--- src/rtl/ctr_pkg.sv ---
package ctr_pkg;
  typedef enum logic [1:0] {
    OP_HOLD  = 2'd0,
    OP_COUNT = 2'd1,
    OP_LOAD  = 2'd2,
    OP_CLEAR = 2'd3
  } ctr_op_e;
endpackage

--- src/rtl/ctr_ctrl.sv ---
module ctr_ctrl
  import ctr_pkg::*;
(
  input  logic    clk,
  input  logic    rst_n,
  input  logic    clr,
  input  logic    ld,
  input  logic    en,
  output ctr_op_e op
);
  // clear over load, load over count
  always_comb begin
    if (clr)      op = OP_CLEAR;
    else if (ld)  op = OP_LOAD;
    else if (en)  op = OP_COUNT;
    else          op = OP_HOLD;
  end

  AST_LOAD_BEATS_COUNT: assert property (@(posedge clk) disable iff (!rst_n)
    (!clr && ld && en) |-> (op == OP_LOAD));
  AST_CLEAR_BEATS_ALL: assert property (@(posedge clk) disable iff (!rst_n)
    clr |-> (op == OP_CLEAR));
endmodule

--- src/rtl/ctr_toggle.sv ---
module ctr_toggle #(
  parameter int WIDTH = 4
) (
  input  logic [WIDTH-1:0] q,
  output logic [WIDTH-1:0] tgl,
  output logic             all_ones
);
  logic [WIDTH:0] chain;

  assign chain[0] = 1'b1;
  genvar gi;
  generate
    for (gi = 0; gi < WIDTH; gi++) begin : g_and
      assign chain[gi+1] = chain[gi] & q[gi];
      assign tgl[gi]     = chain[gi];
    end
  endgenerate
  assign all_ones = chain[WIDTH];
endmodule

--- src/rtl/ctr_next.sv ---
module ctr_next
  import ctr_pkg::*;
#(
  parameter int WIDTH = 4
) (
  input  ctr_op_e          op,
  input  logic [WIDTH-1:0] q,
  input  logic [WIDTH-1:0] din,
  input  logic [WIDTH-1:0] tgl,
  output logic [WIDTH-1:0] nxt
);
  genvar gi;
  generate
    for (gi = 0; gi < WIDTH; gi++) begin : g_bit
      always_comb begin
        unique case (op)
          OP_CLEAR: nxt[gi] = 1'b0;
          OP_LOAD:  nxt[gi] = din[gi];
          OP_COUNT: nxt[gi] = q[gi] ^ tgl[gi];
          default:  nxt[gi] = q[gi];
        endcase
      end
    end
  endgenerate
endmodule

--- src/rtl/sync_bin_counter.sv ---
module sync_bin_counter
  import ctr_pkg::*;
#(
  parameter int WIDTH = 4
) (
  input  logic             clk,
  input  logic             rst_n,
  input  logic             clr,
  input  logic             ld,
  input  logic             en,
  input  logic [WIDTH-1:0] din,
  output logic [WIDTH-1:0] count,
  output logic             carry_out
);
  localparam logic [WIDTH-1:0] ZERO = '0;
  localparam logic [WIDTH-1:0] ONE  = WIDTH'(1);

  ctr_op_e          op;
  logic [WIDTH-1:0] q_r;
  logic [WIDTH-1:0] q_nxt;
  logic [WIDTH-1:0] tgl;
  logic             all_ones;
  logic             q_we;

  ctr_ctrl u_ctrl (
    .clk(clk), .rst_n(rst_n), .clr(clr), .ld(ld), .en(en), .op(op)
  );

  ctr_toggle #(.WIDTH(WIDTH)) u_tgl (
    .q(q_r), .tgl(tgl), .all_ones(all_ones)
  );

  ctr_next #(.WIDTH(WIDTH)) u_next (
    .op(op), .q(q_r), .din(din), .tgl(tgl), .nxt(q_nxt)
  );

  assign q_we = (op != OP_HOLD);

  always_ff @(posedge clk or negedge rst_n) begin
    if (!rst_n)    q_r <= ZERO;
    else if (q_we) q_r <= q_nxt;
  end

  assign count     = q_r;
  assign carry_out = all_ones;

  AST_CLEAR_ZERO: assert property (@(posedge clk) disable iff (!rst_n)
    clr |=> (count == ZERO));
  AST_LOAD_COPY: assert property (@(posedge clk) disable iff (!rst_n)
    (!clr && ld) |=> (count == $past(din)));
  AST_COUNT_STEP: assert property (@(posedge clk) disable iff (!rst_n)
    (!clr && !ld && en) |=> (count == $past(count) + ONE));
  AST_HOLD_IDLE: assert property (@(posedge clk) disable iff (!rst_n)
    (!clr && !ld && !en) |=> $stable(count));
  AST_WRAP_ZERO: assert property (@(posedge clk) disable iff (!rst_n)
    (!clr && !ld && en && carry_out) |=> (count == ZERO));
  AST_CARRY_FULL: assert property (@(posedge clk) disable iff (!rst_n)
    carry_out == (count == {WIDTH{1'b1}}));

  genvar gi;
  generate
    for (gi = 1; gi < WIDTH; gi++) begin : g_chk
      AST_TOGGLE_GATE: assert property (@(posedge clk) disable iff (!rst_n)
        (!clr && !ld && en && !(&count[gi-1:0])) |=> (count[gi] == $past(count[gi])));
    end
  endgenerate
endmodule

--- config.mk ---
export PLATFORM = sky130hd
export DESIGN_NAME = sync_bin_counter
export DESIGN_NICKNAME = d
export VERILOG_FILES = /design/src/rtl/ctr_pkg.sv /design/src/rtl/ctr_ctrl.sv /design/src/rtl/ctr_toggle.sv /design/src/rtl/ctr_next.sv /design/src/rtl/sync_bin_counter.sv
export SDC_FILE = /design/constraint.sdc
export NUM_CORES = 1
export LEC_CHECK = 0
export ABC_AREA = 1
export BUFFER_PORTS_ARGS = -buffer_cell sky130_fd_sc_hd__buf_2
export CELL_PAD_IN_SITES_DETAIL_PLACEMENT = 2
export CELL_PAD_IN_SITES_GLOBAL_PLACEMENT = 2
export CORE_MARGIN = 4
export CORE_UTILIZATION = 21
export CTS_CLUSTER_SIZE = 16
export DETAILED_ROUTE_END_ITERATION = 10
export GPL_TIMING_DRIVEN = 0
export PLACE_DENSITY_LB_ADDON = 0.1
export SLEW_MARGIN = 20
export SYNTH_ARGS = -nofsm -noshare
export SYNTH_HDL_FRONTEND = slang
export SYNTH_SLANG_ARGS = --single-unit
--- constraint.sdc ---
create_clock -name clk -period 1.57 [get_ports clk]
set_clock_uncertainty 0.15 [all_clocks]
set_input_delay 0.0785 -clock clk [delete_from_list [all_inputs] [get_ports clk]]
set_output_delay 0.0785 -clock clk [all_outputs]
set_load 0.01 [all_outputs]
==> results of run 1 <==
tightest hold or removal path: stages:
cell and delay [ns]:
buf_2 0.08, nand2_1 0.04, nand2_1 0.06, nand2_1 0.05
nand2_1 0.05
cell families (layout without fill, tap and decap cells):
kind of cell | count (synthesis) | count (layout) | synth area share, %
AOI/OAI and AO/OA | 1 | 1 | 1.69
and+or+nand+nor | 26 | 26 | 33.9
buffers and inverters | 4 | 24 | 5.08
adders and majority gates | 6 | 6 | 25.4
DFF | 4 | 4 | 33.9
worst max-delay path by stage:
stage	cells after the start	end	start	slack [ns]
detailed placement	7	count[3]	count[0]	0.01
finish	4	carry_out	count[1]	0.06
floorplan	7	count[3]	count[0]	0.07
global placement	7	count[3]	count[0]	0.04
CTS	4	carry_out	count[1]	0.01
global route	4	carry_out	count[1]	0.005
routing by layer:
metal  vias to the layer above  wire (um)  track usage [%]
li1                        165          -                -
met1                       168        380             12.4
met2                         8        608             23.1
met3                         3         31             2.37
met4                         0         23             8.77
met5                         -          0                0
power breakdown:
| part | internal (mW) | switching, mW |
|---|---|---|
| registers | 0.109 | 0.00514 |
| clock network | 0.0863 | 0.0531 |
| logic | 0.0322 | 0.0363 |
layout make-up:
class | instances | share of cell area [%]
multi-input combinational | 33 | 43.3
sequential | 4 | 21.9
timing repair buffer | 17 | 22.5
inverter | 4 | 3.29
clock buffer | 3 | 4.93
tap | 15 | 4.11
placed cells by master, fill, tap and decap left out, drive strengths merged:
cell / count
nand2: 24
buf: 14
ha: 6
inv: 4
dfrtp: 4
clkbuf: 3
dlygate4sd3: 3
nor2: 2
a21oi: 1
timing repair:
item / CTS / global route
hold endpoints to repair: 6 / 0
setup endpoints to repair: 1 / 2
gates resized for setup: 0 / 4
pin swaps: 0 / 1
setup buffers: 1 / 0
hold buffers: 3 / 0
cell usage after synthesis:
cell and n:
nor2_1 1, nor2_2 1, ha_1 6, a21oi_1 1, dfrtp_1 4, nand2_1 24, inv_1 4
through the flow:
step           utilization [%]  hold slack (ns)  total power [mW]  std cells
2_1_floorplan                -           -0.367             0.147         41
3_3_place_gp              28.8           -0.265             0.171         69
3_5_place_dp              28.8           -0.257             0.176         69
4_1_cts                   33.3          0.00260             0.328         76
5_1_grt                   34.7           0.0232             0.351         76
6_report                  34.7         -0.00542             0.322         76
==> qor.csv, run 1 <==
stage,metric,value,unit
floorplanning,die_w,45.5,um
global_route,grt_usage,12.6,%
floorplanning,dieArea,2070,um^2
yosys,synth_cell_type_count,7,
place,dpl.hpwl,840,um
min_path,hp-start,din[2],
outcome,violations,negative hold slack,
clocking,clk_pin_slew,0.04,ns
floorplanning,fp.coreArea,1320,um^2
setup_path,crit_required,1.34,ns
timing,hold_slack,-0.00542,ns
timing,setup_ws,0.0563,ns
detailed_routing,drt-initial-drc-count,2,
detailed_routing,drt-total-wl,1040,um
global_route,antenna_found_initial,0,
detailed_routing,postRouteAntennaNets,0,
place,gp_congestion,0.705,
detailed_routing,detail_route.wl_per_cell,13.7,um
setup_path,crit_top_cell,ha_2,
timing,worst_pin_slew,0.283,ns
setup_path,worstPathCellList,"ha_2, ha_4, ha_2, buf_2",
place,pre_cts_ws,0.0140,ns
clocking,cts_sinks,4,
timing,setup_viol,0,
yosys,syn-cell-area,295,um^2
final_layout,syn_to_final_growth,54.7,%
yosys,yosysSeqAreaShare,33.9,%
timing,finalCritPeriodShare,96.4,%
floorplanning,num_rows,13,
final_layout,fillerInstances,157,
timing,slew_viol_final,0,
setup_path,worstReg2RegEnd,count[3],
clocking,root_buffer,clkbuf_4,
setup_path,cp_top_family,adder cells,
final_layout,stdcell_area,457,um^2
clocking,clockBufferDepth,2,
yosys,yosys.area.top_type,dfrtp_1,
detailed_routing,first_pass_iters,2,
min_path,min_to,count[2],
clocking,h-tree-depth,1,
final_layout,seq_area,100,um^2
detailed_routing,drc_errors,0,
timing,slew_headroom,81.1,%
global_route,grt-ovfl-total,0,
timing,hold_viol,1,
power_and_ir_drop,power_density,706,nW/um^2
yosys,ys_ff_latch,4,
yosys,ys_top_cells_by_area,"dfrtp_1 (34%), nand2_1 (31%), ha_1 (25%), inv_1 (5.1%), nor2_2 (2.1%)",
final_layout,insertedDiodeCount,0,
power_and_ir_drop,ir_drop,0.201,mV
flow_run,max_cap_viol_count,0,
global_route,grt_pass1_wl,1770,um
setup_path,critPathKind,reg2out,
timing,setup_tns,0,ns
yosys,synthCells,41,
setup_path,path_max_fanout,3,
floorplanning,fp.dieH,45.5,um
yosys,synth.top_cell.area_share,33.9,%
timing,fmax,661,MHz
setup_path,r2r_start,count[1],
final_layout,largest_register_ffs,4,
place,port_buffers,13,
floorplanning,start_util,22.4,%
final_layout,multi_input_area,198,um^2
clocking,clk_latency,0.25,ns
yosys,yosysWarnings,0,
outcome,status,"finished, violations left",
setup_path,worst_setup_path_end_kind,output port,
global_route,grt_pass1_vias,400,
place,place_area,379,um^2
setup_path,cp_slowest_cell,dfrtp_1,
setup_path,cp_data_arrival_time,1.29,ns
yosys,synth_nets,56,
timing,fin_crit,1.51,ns
timing,rsz0062_at_grt,no,
setup_path,worstSetupStartpointType,flip-flop,
final_layout,final_nets,78,
setup_path,max_stage_delay,0.39,ns
setup_path,path_buf_inv,1,
min_path,hold_depth,5,
min_path,hold_path_class,in2reg,
setup_path,rr_worst_depth,7,
yosys,synth_area_per_cell,7.20,um^2
detailed_routing,dr_total_vias,344,
clocking,numCtsBuffers,3,
detailed_routing,viasPerCell,4.53,
setup_path,r2r_setup_slack,0.08,ns
power_and_ir_drop,leakagePower,0.278,nW
clocking,cts_tree,yes,
global_route,grt_max_degree,6,
final_layout,drive_gt1_share,34.4,%
floorplanning,ioPinCount,14,
Power figures use the tool's default switching activity.
==> run 2, diff against run 1 <==
- PLACE_DENSITY: not set -> 0.72
- PLACE_DENSITY_LB_ADDON: 0.1 -> not set
==> qor.csv, run 2 (same netlist as run 1, synthesis figures left out) <==
stage,metric,value,unit
floorplanning,dieArea,2070,um^2
power_and_ir_drop,leakagePower,0.299,nW
setup_path,path_max_fanout,2,
clocking,h-tree-depth,1,
flow_run,max_cap_viol_count,0,
floorplanning,fp.dieH,45.5,um
detailed_routing,viasPerCell,4.23,
final_layout,layout_common_cells,"nand2_1 (24), buf_2 (13), ha_1 (5)",
setup_path,crit_required,1.34,ns
detailed_routing,dr_wl_met2,433,um
detailed_routing,drt-initial-drc-count,0,
setup_path,max_stage_delay,0.38,ns
floorplanning,ioPinCount,14,
clocking,root_buffer,clkbuf_4,
final_layout,layout_commonest_cell,nand2_1,
clocking,clockBufferDepth,2,
final_layout,stdcell_area,467,um^2
global_route,grt_max_degree,6,
timing,slew_viol_final,0,
clocking,clk_latency,0.23,ns
place,gp_congestion,0.639,
final_layout,insertedDiodeCount,0,
timing,rsz0062_at_grt,no,
floorplanning,start_util,22.4,%
detailed_routing,top_layer,met4,
setup_path,cp_slowest_cell,dfrtp_1,
detailed_routing,first_pass_iters,1,
floorplanning,die_w,45.5,um
min_path,hold_path_class,in2reg,
final_layout,stdcell_count,79,
setup_path,worstSetupStartpointType,flip-flop,
power_and_ir_drop,finalPower,0.314,mW
clocking,numCtsBuffers,3,
final_layout,final_nets,81,
timing,setup_viol,0,
timing,hold_viol,0,
timing,fin_crit,1.51,ns
place,port_buffers,13,
final_layout,drive_gt1_share,32.8,%
floorplanning,num_rows,13,
timing,fmax,662,MHz
timing,worst_pin_slew,0.255,ns
detailed_routing,drt-met1-wl,344,um
global_route,grt_pass1_wl,1430,um
final_layout,post-route-util,35.4,%
global_route,grt_pass1_vias,336,
global_route,grt_usage,10.5,%
place,dpl.hpwl,658,um
floorplanning,fp.coreArea,1320,um^2
global_route,antenna_found_initial,0,
setup_path,worstPathCellList,"ha_2, ha_1, ha_1, buf_2",
setup_path,crit_top_cell,ha_1,
power_and_ir_drop,power_density,673,nW/um^2
detailed_routing,drt-total-wl,873,um
setup_path,worst_setup_path_end_kind,output port,
power_and_ir_drop,ir_drop,0.148,mV
timing,finalCritPeriodShare,96.2,%
clocking,cts_sinks,4,
detailed_routing,wl_met3,54,um
place,place_area,379,um^2
setup_path,path_buf_inv,1,
setup_path,critPathKind,reg2out,
timing,slew_headroom,83.0,%
global_route,grt-ovfl-total,0,
setup_path,cp_top_family,adder cells,
place,dp_cells,69,
timing,setup_tns,0,ns
detailed_routing,dr_total_vias,334,
setup_path,cp_data_arrival_time,1.28,ns
clocking,cts_tree,yes,
clocking,clk_pin_slew,0.04,ns
final_layout,largest_register_ffs,4,
outcome,status,finished clean,
final_layout,syn_to_final_growth,58.1,%
detailed_routing,postRouteAntennaNets,0,
detailed_routing,detail_route.wl_per_cell,11.1,um
detailed_routing,drc_errors,0,
[run 2: cell types whose count changed in the layout (fill, tap and decap cells not counted), sizes merged]
cell	change
buf	+2
dlygate4sd3	+1
[run 2: repair_timing]
action                                  CTS  global route
hold buffers                              4             0
endpoints found under the setup margin    1             2
gates resized for setup                   0             1
endpoints found under the hold margin     7             0
setup buffers                             1             2
[run 2: per-layer routing]
metal	up-vias	GRT usage (%)
met5	-	0
met2	13	14.8
met4	0	12.3
met1	147	11.8
li1	170	-
met3	4	2.37
[run 2: cell type report]
class	count	area, um^2
Timing Repair Buffer	20	128
Multi-Input combinational cell	33	183
Sequential cell	4	100
Tap cell	15	18.8
Inverter	4	15.0
Fill cell	166	851
Clock buffer	3	22.5
[run 2: worst paths after layout]
check                             to  depth (start not counted)      from  slack (ns)
max                        carry_out                          4  count[0]        0.06
min                         count[0]                          5    din[0]        0.03
max reg2reg                 count[3]                          7  count[0]        0.09
min reg2reg                 count[3]                          2  count[3]        0.36
max in group asynchronous   count[1]                          2     rst_n        1.11
min in group asynchronous   count[0]                          2     rst_n        0.04
[run 2: where the power goes]
group | leakage, nW | internal [mW] | switching [mW]
sequential | 0.0546 | 0.109 | 0.00409
clock | 0.0138 | 0.0854 | 0.0413
combinational | 0.230 | 0.0370 | 0.0367
[run 2: metrics by stage]
stage,hold WS [ns],setup WS (ns)
2_1_floorplan,-0.367,0.0724
3_3_place_gp,-0.266,0.0234
3_5_place_dp,-0.264,0.00308
4_1_cts,0.000817,0.0107
5_1_grt,0.0235,0.0136
6_report,0.0291,0.0596
[run 2: tightest hold or removal path: stages]
cell	delay (ns)
buf_2	0.07
nand2_1	0.04
nand2_1	0.06
nand2_1	0.06
nand2_1	0.07
